**config.mk**
```make
export PLATFORM = sky130hd
export DESIGN_NAME = pkt_addr_filter
export DESIGN_NICKNAME = d
export VERILOG_FILES = /design/src/rtl/pkt_filter_pkg.sv /design/src/rtl/pkt_frame_ctrl.sv /design/src/rtl/pkt_byte_store.sv /design/src/rtl/pkt_addr_filter.sv
export SDC_FILE = /design/constraint.sdc
export NUM_CORES = 1
export LEC_CHECK = 0
export BUFFER_PORTS_ARGS = -buffer_cell sky130_fd_sc_hd__buf_4
export CAP_MARGIN = 20
export CORE_MARGIN = 2
export CORE_UTILIZATION = 44
export DETAILED_ROUTE_END_ITERATION = 12
export GPL_TIMING_DRIVEN = 0
export HOLD_SLACK_MARGIN = 0.1
export PLACE_DENSITY = 0.69
export REMOVE_ABC_BUFFERS = 1
export SKIP_LAST_GASP = 1
export SLEW_MARGIN = 20
export SYNTH_ARGS = -nofsm -noshare
export SYNTH_HDL_FRONTEND = slang
export SYNTH_SLANG_ARGS = --single-unit
```
**constraint.sdc**
```tcl
create_clock -name clk -period 9.9 [get_ports clk]
set_clock_uncertainty 0.05 [all_clocks]
set_input_delay 1.98 -clock clk [delete_from_list [all_inputs] [get_ports clk]]
set_output_delay 1.98 -clock clk [all_outputs]
set_load 0.005 [all_outputs]
```
**src/rtl/pkt_filter_pkg.sv**
```systemverilog
package pkt_filter_pkg;
  localparam int BYTE_W = 8;
  typedef logic [BYTE_W-1:0] byte_t;
  typedef enum logic [1:0] {SLOT_DEST, SLOT_SRC, SLOT_BODY} slot_e;
endpackage

```
**src/rtl/pkt_frame_ctrl.sv**
```systemverilog
module pkt_frame_ctrl
  import pkt_filter_pkg::*;
#(
  parameter int PKT_LEN = 64,
  localparam int IDX_W = $clog2(PKT_LEN)
) (
  input  logic             clk,
  input  logic             rst_n,
  input  logic             take,
  input  byte_t            data,
  input  byte_t            my_id,
  input  byte_t            peer_id,
  output logic             wr_en,
  output logic [IDX_W-1:0] wr_pos,
  output logic             done
);
  localparam logic [IDX_W-1:0] LAST = IDX_W'(PKT_LEN - 1);

  logic [IDX_W-1:0] pos;
  byte_t            peer_q;
  slot_e            slot;

  always_comb begin
    if (pos == '0)                slot = SLOT_DEST;
    else if (pos == IDX_W'(1))    slot = SLOT_SRC;
    else                          slot = SLOT_BODY;
  end

  always_comb begin
    wr_en = 1'b0;
    done  = 1'b0;
    if (take) begin
      unique case (slot)
        SLOT_DEST: wr_en = (data == my_id);
        SLOT_SRC:  wr_en = (data == peer_q);
        default: begin
          wr_en = 1'b1;
          done  = (pos == LAST);
        end
      endcase
    end
  end

  assign wr_pos = pos;

  always_ff @(posedge clk) begin
    if (!rst_n) begin
      pos    <= '0;
      peer_q <= '0;
    end else if (take) begin
      if (slot == SLOT_DEST && wr_en) peer_q <= peer_id;
      if (!wr_en || done) pos <= '0;
      else                pos <= pos + IDX_W'(1);
    end
  end


  src_mismatch_chk: assert property (@(posedge clk) disable iff (!rst_n)
    (take && slot == SLOT_SRC && data != peer_q) |=> (pos == '0));


  body_step_chk: assert property (@(posedge clk) disable iff (!rst_n)
    (take && slot == SLOT_BODY && pos != LAST) |=> (pos == $past(pos) + IDX_W'(1)));


  dest_hold_chk: assert property (@(posedge clk) disable iff (!rst_n)
    (take && slot == SLOT_DEST && data != my_id) |=> (pos == '0));
endmodule

```
**src/rtl/pkt_byte_store.sv**
```systemverilog
module pkt_byte_store
  import pkt_filter_pkg::*;
#(
  parameter int DEPTH = 64,
  localparam int IDX_W = $clog2(DEPTH)
) (
  input  logic             clk,
  input  logic             rst_n,
  input  logic             wr_en,
  input  logic [IDX_W-1:0] wr_pos,
  input  byte_t            wr_data,
  input  logic [IDX_W-1:0] rd_pos,
  output byte_t            rd_data
);
  byte_t mem [DEPTH];

  always_ff @(posedge clk) begin
    if (!rst_n) begin
      for (int i = 0; i < DEPTH; i++) mem[i] <= '0;
    end else if (wr_en) begin
      mem[wr_pos] <= wr_data;
    end
  end

  assign rd_data = (int'(rd_pos) < DEPTH) ? mem[rd_pos] : '0;


  wr_range_chk: assert property (@(posedge clk) disable iff (!rst_n)
    wr_en |-> (int'(wr_pos) < DEPTH));
endmodule

```
**src/rtl/pkt_addr_filter.sv**
```systemverilog
module pkt_addr_filter
  import pkt_filter_pkg::*;
#(
  parameter int PKT_LEN = 64,
  localparam int IDX_W = $clog2(PKT_LEN)
) (
  input  logic             clk,
  input  logic             rst_n,
  input  logic             in_valid,
  input  logic [7:0]       in_data,
  output logic             in_ready,
  input  logic [7:0]       my_id,
  input  logic [7:0]       peer_id,
  input  logic             pkt_ack,
  output logic             pkt_ready,
  output logic             drop_flag,
  output logic [7:0]       pkt_count,
  input  logic [IDX_W-1:0] rd_idx,
  output logic [7:0]       rd_data
);
  logic             pending;
  logic             take;
  logic             wr_en;
  logic             done;
  logic [IDX_W-1:0] wr_pos;

  assign in_ready = 1'b1;
  assign pending  = pkt_ready & ~pkt_ack;
  assign take     = in_valid & ~pending;

  pkt_frame_ctrl #(.PKT_LEN(PKT_LEN)) u_ctrl (
    .clk(clk), .rst_n(rst_n), .take(take), .data(in_data),
    .my_id(my_id), .peer_id(peer_id),
    .wr_en(wr_en), .wr_pos(wr_pos), .done(done)
  );

  pkt_byte_store #(.DEPTH(PKT_LEN)) u_store (
    .clk(clk), .rst_n(rst_n), .wr_en(wr_en), .wr_pos(wr_pos),
    .wr_data(in_data), .rd_pos(rd_idx), .rd_data(rd_data)
  );

  always_ff @(posedge clk) begin
    if (!rst_n) begin
      pkt_ready <= 1'b0;
      drop_flag <= 1'b0;
      pkt_count <= '0;
    end else begin
      if (pkt_ack) begin
        pkt_ready <= 1'b0;
        drop_flag <= 1'b0;
      end
      if (in_valid && pending) drop_flag <= 1'b1;
      if (done) begin
        pkt_ready <= 1'b1;
        pkt_count <= pkt_count + 8'd1;
      end
    end
  end


  count_step_chk: assert property (@(posedge clk) disable iff (!rst_n)
    (pkt_count != $past(pkt_count)) |-> (pkt_ready && pkt_count == $past(pkt_count) + 8'd1));


  done_raise_chk: assert property (@(posedge clk) disable iff (!rst_n)
    done |=> pkt_ready);


  ready_hold_chk: assert property (@(posedge clk) disable iff (!rst_n)
    (pkt_ready && !pkt_ack) |=> pkt_ready);


  ready_clear_chk: assert property (@(posedge clk) disable iff (!rst_n)
    (pkt_ready && pkt_ack) |=> !pkt_ready);


  drop_set_chk: assert property (@(posedge clk) disable iff (!rst_n)
    (pkt_ready && !pkt_ack && in_valid) |=> drop_flag);


  frozen_buf_chk: assert property (@(posedge clk) disable iff (!rst_n)
    (pkt_ready && !pkt_ack) |-> !wr_en);
endmodule

```
# After elaboration in Yosys (flattened, before gate mapping)
# Memory sizes are Yosys's and may differ from the RTL's.
# Index checks and enable logic that the tools add are counted.
[op_classes] n_addsub=2 n_eq_ne=5 muxes=17 bitwise_logic=4 reduce_logical=11
[op_table] cell="$eq 8x8->1" n=2
[op_table] cell="$mux 6" n=2
[op_table] cell="$mux 1" n=11
[op_table] cell="$add 8x1->8 const B" n=1
[op_table] cell="$mux 8" n=1
[op_table] cell="$reduce_or 8->1" n=1
[op_table] cell="$add 6x1->6 const B" n=1
[op_table] cell="$eq 6x1->1 const B" n=1
[op_table] cell="$eq 6x6->1 const B" n=1
[op_table] cell="$logic_not 6->1" n=1
[op_table] cell="$mux 2" n=2
[op_table] cell="$reduce_bool 2->1" n=2
[op_table] cell="$and 1x1->1" n=2
[op_table] cell="$eq 2x1->1 const B" n=1
[op_table] cell="$logic_and 1x1->1" n=2
[op_table] cell="$logic_not 2->1" n=1
[op_table] cell="$not 1->1" n=2
[op_table] cell="$pmux 1 s2" n=1
[op_table] cell="$reduce_and 2->1" n=1
[op_table] cell="$reduce_or 2->1" n=1
[op_table] cell="$logic_not 1->1" n=1
[op_table] cell="$logic_or 1x1->1" n=1
[totals] register_bits=24 ram_bits=512 output_inout_bits=19 mem_count=1
[memory_table] name="u_store.mem" depth=64 width=8 rd=1 rd_clocked_by_memory_dff=0 write_ports=64 line_no="pkt_byte_store.sv:15" text="byte_t mem [DEPTH];"

# Logic depth before layout (Yosys ltp)
[logic_depth] ltp_word=11 depth_mapped=10

# Modules after synthesis
# A second synthesis with hierarchy kept.
[unflattened] hier_cells=1727 hier_area_um2=25192.9
[modules_own_cells] module="pkt_byte_store" n_inst=1 cells_per_inst=1569 area_per_inst_um2=23782.8 seq_area_each_um2=15374.7
[modules_own_cells] module="pkt_frame_ctrl" n_inst=1 cells_per_inst=112 area_per_inst_um2=963.4 seq_area_each_um2=280.3
[modules_own_cells] module="pkt_addr_filter" n_inst=1 cells_per_inst=46 area_per_inst_um2=446.7 seq_area_each_um2=200.2

# Worst setup path before layout
# No wires, ideal clock.
[synth_path] path_kind="input -> output" startpoint="in rd_idx[0]" endpoint="out rd_data[0]" arrival_ns=3.955 t_required_ns=7.870 setup_slack_ns=3.915 path_stages=5 path_cell_list="clkbuf_1 -> buf_2 -> mux4_2 -> mux4_2 -> mux4_2"
[synth_between] elab_chain_cells=1
[synth_rtl] element="from (decl)" line_no="pkt_addr_filter.sv:18" text="input logic [IDX_W-1:0] rd_idx,"
[synth_rtl] element="$mem_v2 64x8"
[synth_rtl] element="to (decl)" line_no="pkt_addr_filter.sv:19" text="output logic [7:0] rd_data"
# Every way passes these cells.

# Worst setup path in the final report
[layout_path] startpoint="in rd_idx[0]" endpoint="out rd_data[1]"
# Same word-level chain as after synthesis.

==> impl_metrics.json <==
{
  "status": "finished, final reports clean",
  "synthAdderAreaFrac_pct": 0.206,
  "first_global_vias": 14600,
  "dp.cells": 2314,
  "finalPower_w": 0.00509,
  "fin_util_pct": 49.7,
  "synth.top_cells.by_area": "edfxtp_1, mux4_2, nor2_1, and2_1, and3_1",
  "min_path_type": "reg2reg",
  "htreeDepth": 2,
  "yosys_register_bits": 536,
  "ant_nets": 0,
  "overflow": 0,
  "power.density_nw_per_um2": 187,
  "slew_headroom_pct": 26.3,
  "worst_slew_pin_slew_ns": 1.11,
  "synth_compound_area_share_pct": 1.68,
  "vias": 14800,
  "post-route-period-util_pct": 71.9,
  "yosysSeqAreaShare_pct": 65.2,
  "synth-xor-area-share_pct": 0.504,
  "endpoint_kind": "output port",
  "synth_ff_type": "edfxtp_1",
  "synth_top_family_by_area": "multiplexers",
  "route.detailed.drc": 0,
  "start_kind": "primary input",
  "synth-edff-count": 512,
  "grt_pass1_wl_um": 95000,
  "rsz0062_at_grt": "no",
  "muxShareOfSynthArea_pct": 16.0,
  "initial_core_util_pct": 44.3,
  "n_antenna_cell": 0,
  "syn_area_um2": 24300,
  "vias_per_cell": 6.12,
  "wl_um": 64700,
  "drive_gt1_share_pct": 20.2,
  "fin_tns_setup_ns": 0,
  "finalHoldViolCount": 0,
  "clock_latency_ns": 0.62,
  "yosys.area.top_type_share_pct": 63.2,
  "gp_congestion": 0.838,
  "fin_cells": 2416,
  "hpwl_um": 40900,
  "drtPass1Iterations": 5,
  "setup_violations": 0,
  "criticalPathCategory": "in2out",
  "post_cts_resize_count": 0,
  "yosys.cell_types.count": 51,
  "hold_ws_ns": 0.402,
  "area_delta_synth_final_pct": 12.1,
  "cts_max_path_buffers": 3,
  "antenna_found_initial": 3,
  "first_iter_violations": 1863,
  "yosysTopAreaCell": "edfxtp_1",
  "dieArea_um2": 57200,
  "fin_crit_ns": 7.12,
  "cp.required_ns": 7.87,
  "slew_violations": 0,
  "path_max_fanout": 61,
  "grt_use_total_pct": 22.9,
  "arrival_ns": 5.09,
  "cts_buffers": 54,
  "wire_per_inst_um": 26.8,
  "cts_root_buf": "clkbuf_16",
  "grt_start_max_net_pins": 111,
  "synthArstFlopShare_pct": 0,
  "io_pins": 53,
  "p_leak_nw": 9.13,
  "die_w_um": 239,
  "final_nets": 1704,
  "ir_worst_vdd_mv": 0.125,
  "post_cts.repair.setup_buffers": 0,
  "maxCapViolCount": 0,
  "core_um2": 54900,
  "rows": 86,
  "yosys_warnings": 0,
  "cts_hold_buffers": 0,
  "yosys.area_share.simple_pct": 13.9,
  "cts_sinks": 536,
  "clkTransAtPathRegs_ns": 0.06,
  "portBuffers": 51,
  "die_h_um": 239,
  "fmax_ghz": 0.141,
  "cts_tree": "built",
  "syn_area_per_cell_um2": 14.5,
  "syn_inst": 1676
}
logic make-up (layout without fill, tap and decap cells):
group | count (synthesis) | in the layout
AOI/OAI and AO/OA | 68 | 68
and+or+nand+nor | 728 | 728
buffers and inverters | 146 | 182
xor gates and xnor gates | 14 | 14
DFF | 536 | 536
other | 1 | 1
muxes | 179 | 179
adders and majority gates | 4 | 4
through the flow:
stage,setup WS [ns],area (um^2)
2_1_floorplan,4.50,23700
3_3_place_gp,1.76,25000
3_5_place_dp,2.73,25400
4_1_cts,2.71,27200
5_1_grt,2.63,27200
6_report,2.78,27200
routing by layer:
layer	vias to the layer above	global-route usage (%)	routed length, um
met5	-	0	13
met4	2	6.93	1930
met3	124	4.30	6910
met2	863	36.6	30900
met1	7484	32.2	24900
li1	6310	-	-
final timing paths:
check | startpoint | slack, ns | cells past startpoint | endpoint
worst max-delay path | rd_idx[0] | 2.78 | 7 | rd_data[1]
worst max register to register | u_ctrl.wr_pos[0] | 5.73 | 9 | u_store.mem[3][7]
worst min-delay path | u_ctrl.peer_q[0] | 0.40 | 2 | u_ctrl.peer_q[0]
worst min register to register | u_ctrl.peer_q[0] | 0.40 | 2 | u_ctrl.peer_q[0]
synthesized netlist by cell type, drive strengths merged (5+ instances only):
master  count
edfxtp    512
nor2      315
mux4      168
nand2     115
clkbuf    103
nor3       91
and2       81
and3       77
o21ai      46
buf        36
dfxtp      24
nand3      18
mux2i      11
xnor2       8
inv         7
nor2b       6
xor2        6
nand2b      5
o31ai       5
state kept, by name (all words and copies together), names as in the netlist:
name / cells
drop_flag: 1
pkt_count: 8
pkt_ready: 1
u_ctrl.peer_q: 8
u_ctrl.wr_pos: 6
u_store.mem: 512
worst max-delay path, cell delays in order:
cell and delay, ns:
buf_8 0.31, buf_16 0.31, buf_16 0.40, mux4_2 0.66, mux4_2 0.55, mux4_2 0.58
buf_4 0.18
final cells by class:
class / instances / area, um^2
clock inverter: 41 / 474
tap: 704 / 881
inverter: 7 / 26.3
multi-input combinational: 994 / 7930
timing repair buffer: 73 / 707
fill: 4614 / 27600
clock buffer: 61 / 1380
sequential: 536 / 15900
placed cells by master (no fill, tap or decap), types with 4 or more instances in the layout:
cell / netlist / final
xor2_1: 6 / 6
nor2b_1: 6 / 6
mux2i_1: 11 / 11
edfxtp_1: 512 / 512
xnor2_1: 8 / 8
nand3_1: 18 / 18
buf_16: 0 / 5
nor3_1: 90 / 89
buf_4: 3 / 58
o31ai_2: 0 / 4
o21ai_0: 44 / 4
and2_1: 81 / 81
clkinv_1: 0 / 15
or3_1: 4 / 4
nand2_1: 114 / 108
nand2b_1: 5 / 5
dfxtp_1: 24 / 24
a21oi_1: 4 / 4
nor2_1: 315 / 315
clkbuf_16: 0 / 54
bufinv_16: 0 / 9
nand2_2: 1 / 7
and3_1: 77 / 76
ha_1: 4 / 4
mux4_2: 168 / 168
clkbuf_1: 103 / 7
clkinv_2: 0 / 8
o21ai_1: 2 / 42
inv_1: 5 / 4
report_power, final:
group / internal (W) / total, W / switching, W
sequential: 0.00256 / 0.00259 / 0.0000250
combinational: 0.000143 / 0.000360 / 0.000217
clock: 0.00124 / 0.00214 / 0.000896
Note: power is estimated with default switching activity, not from simulation.
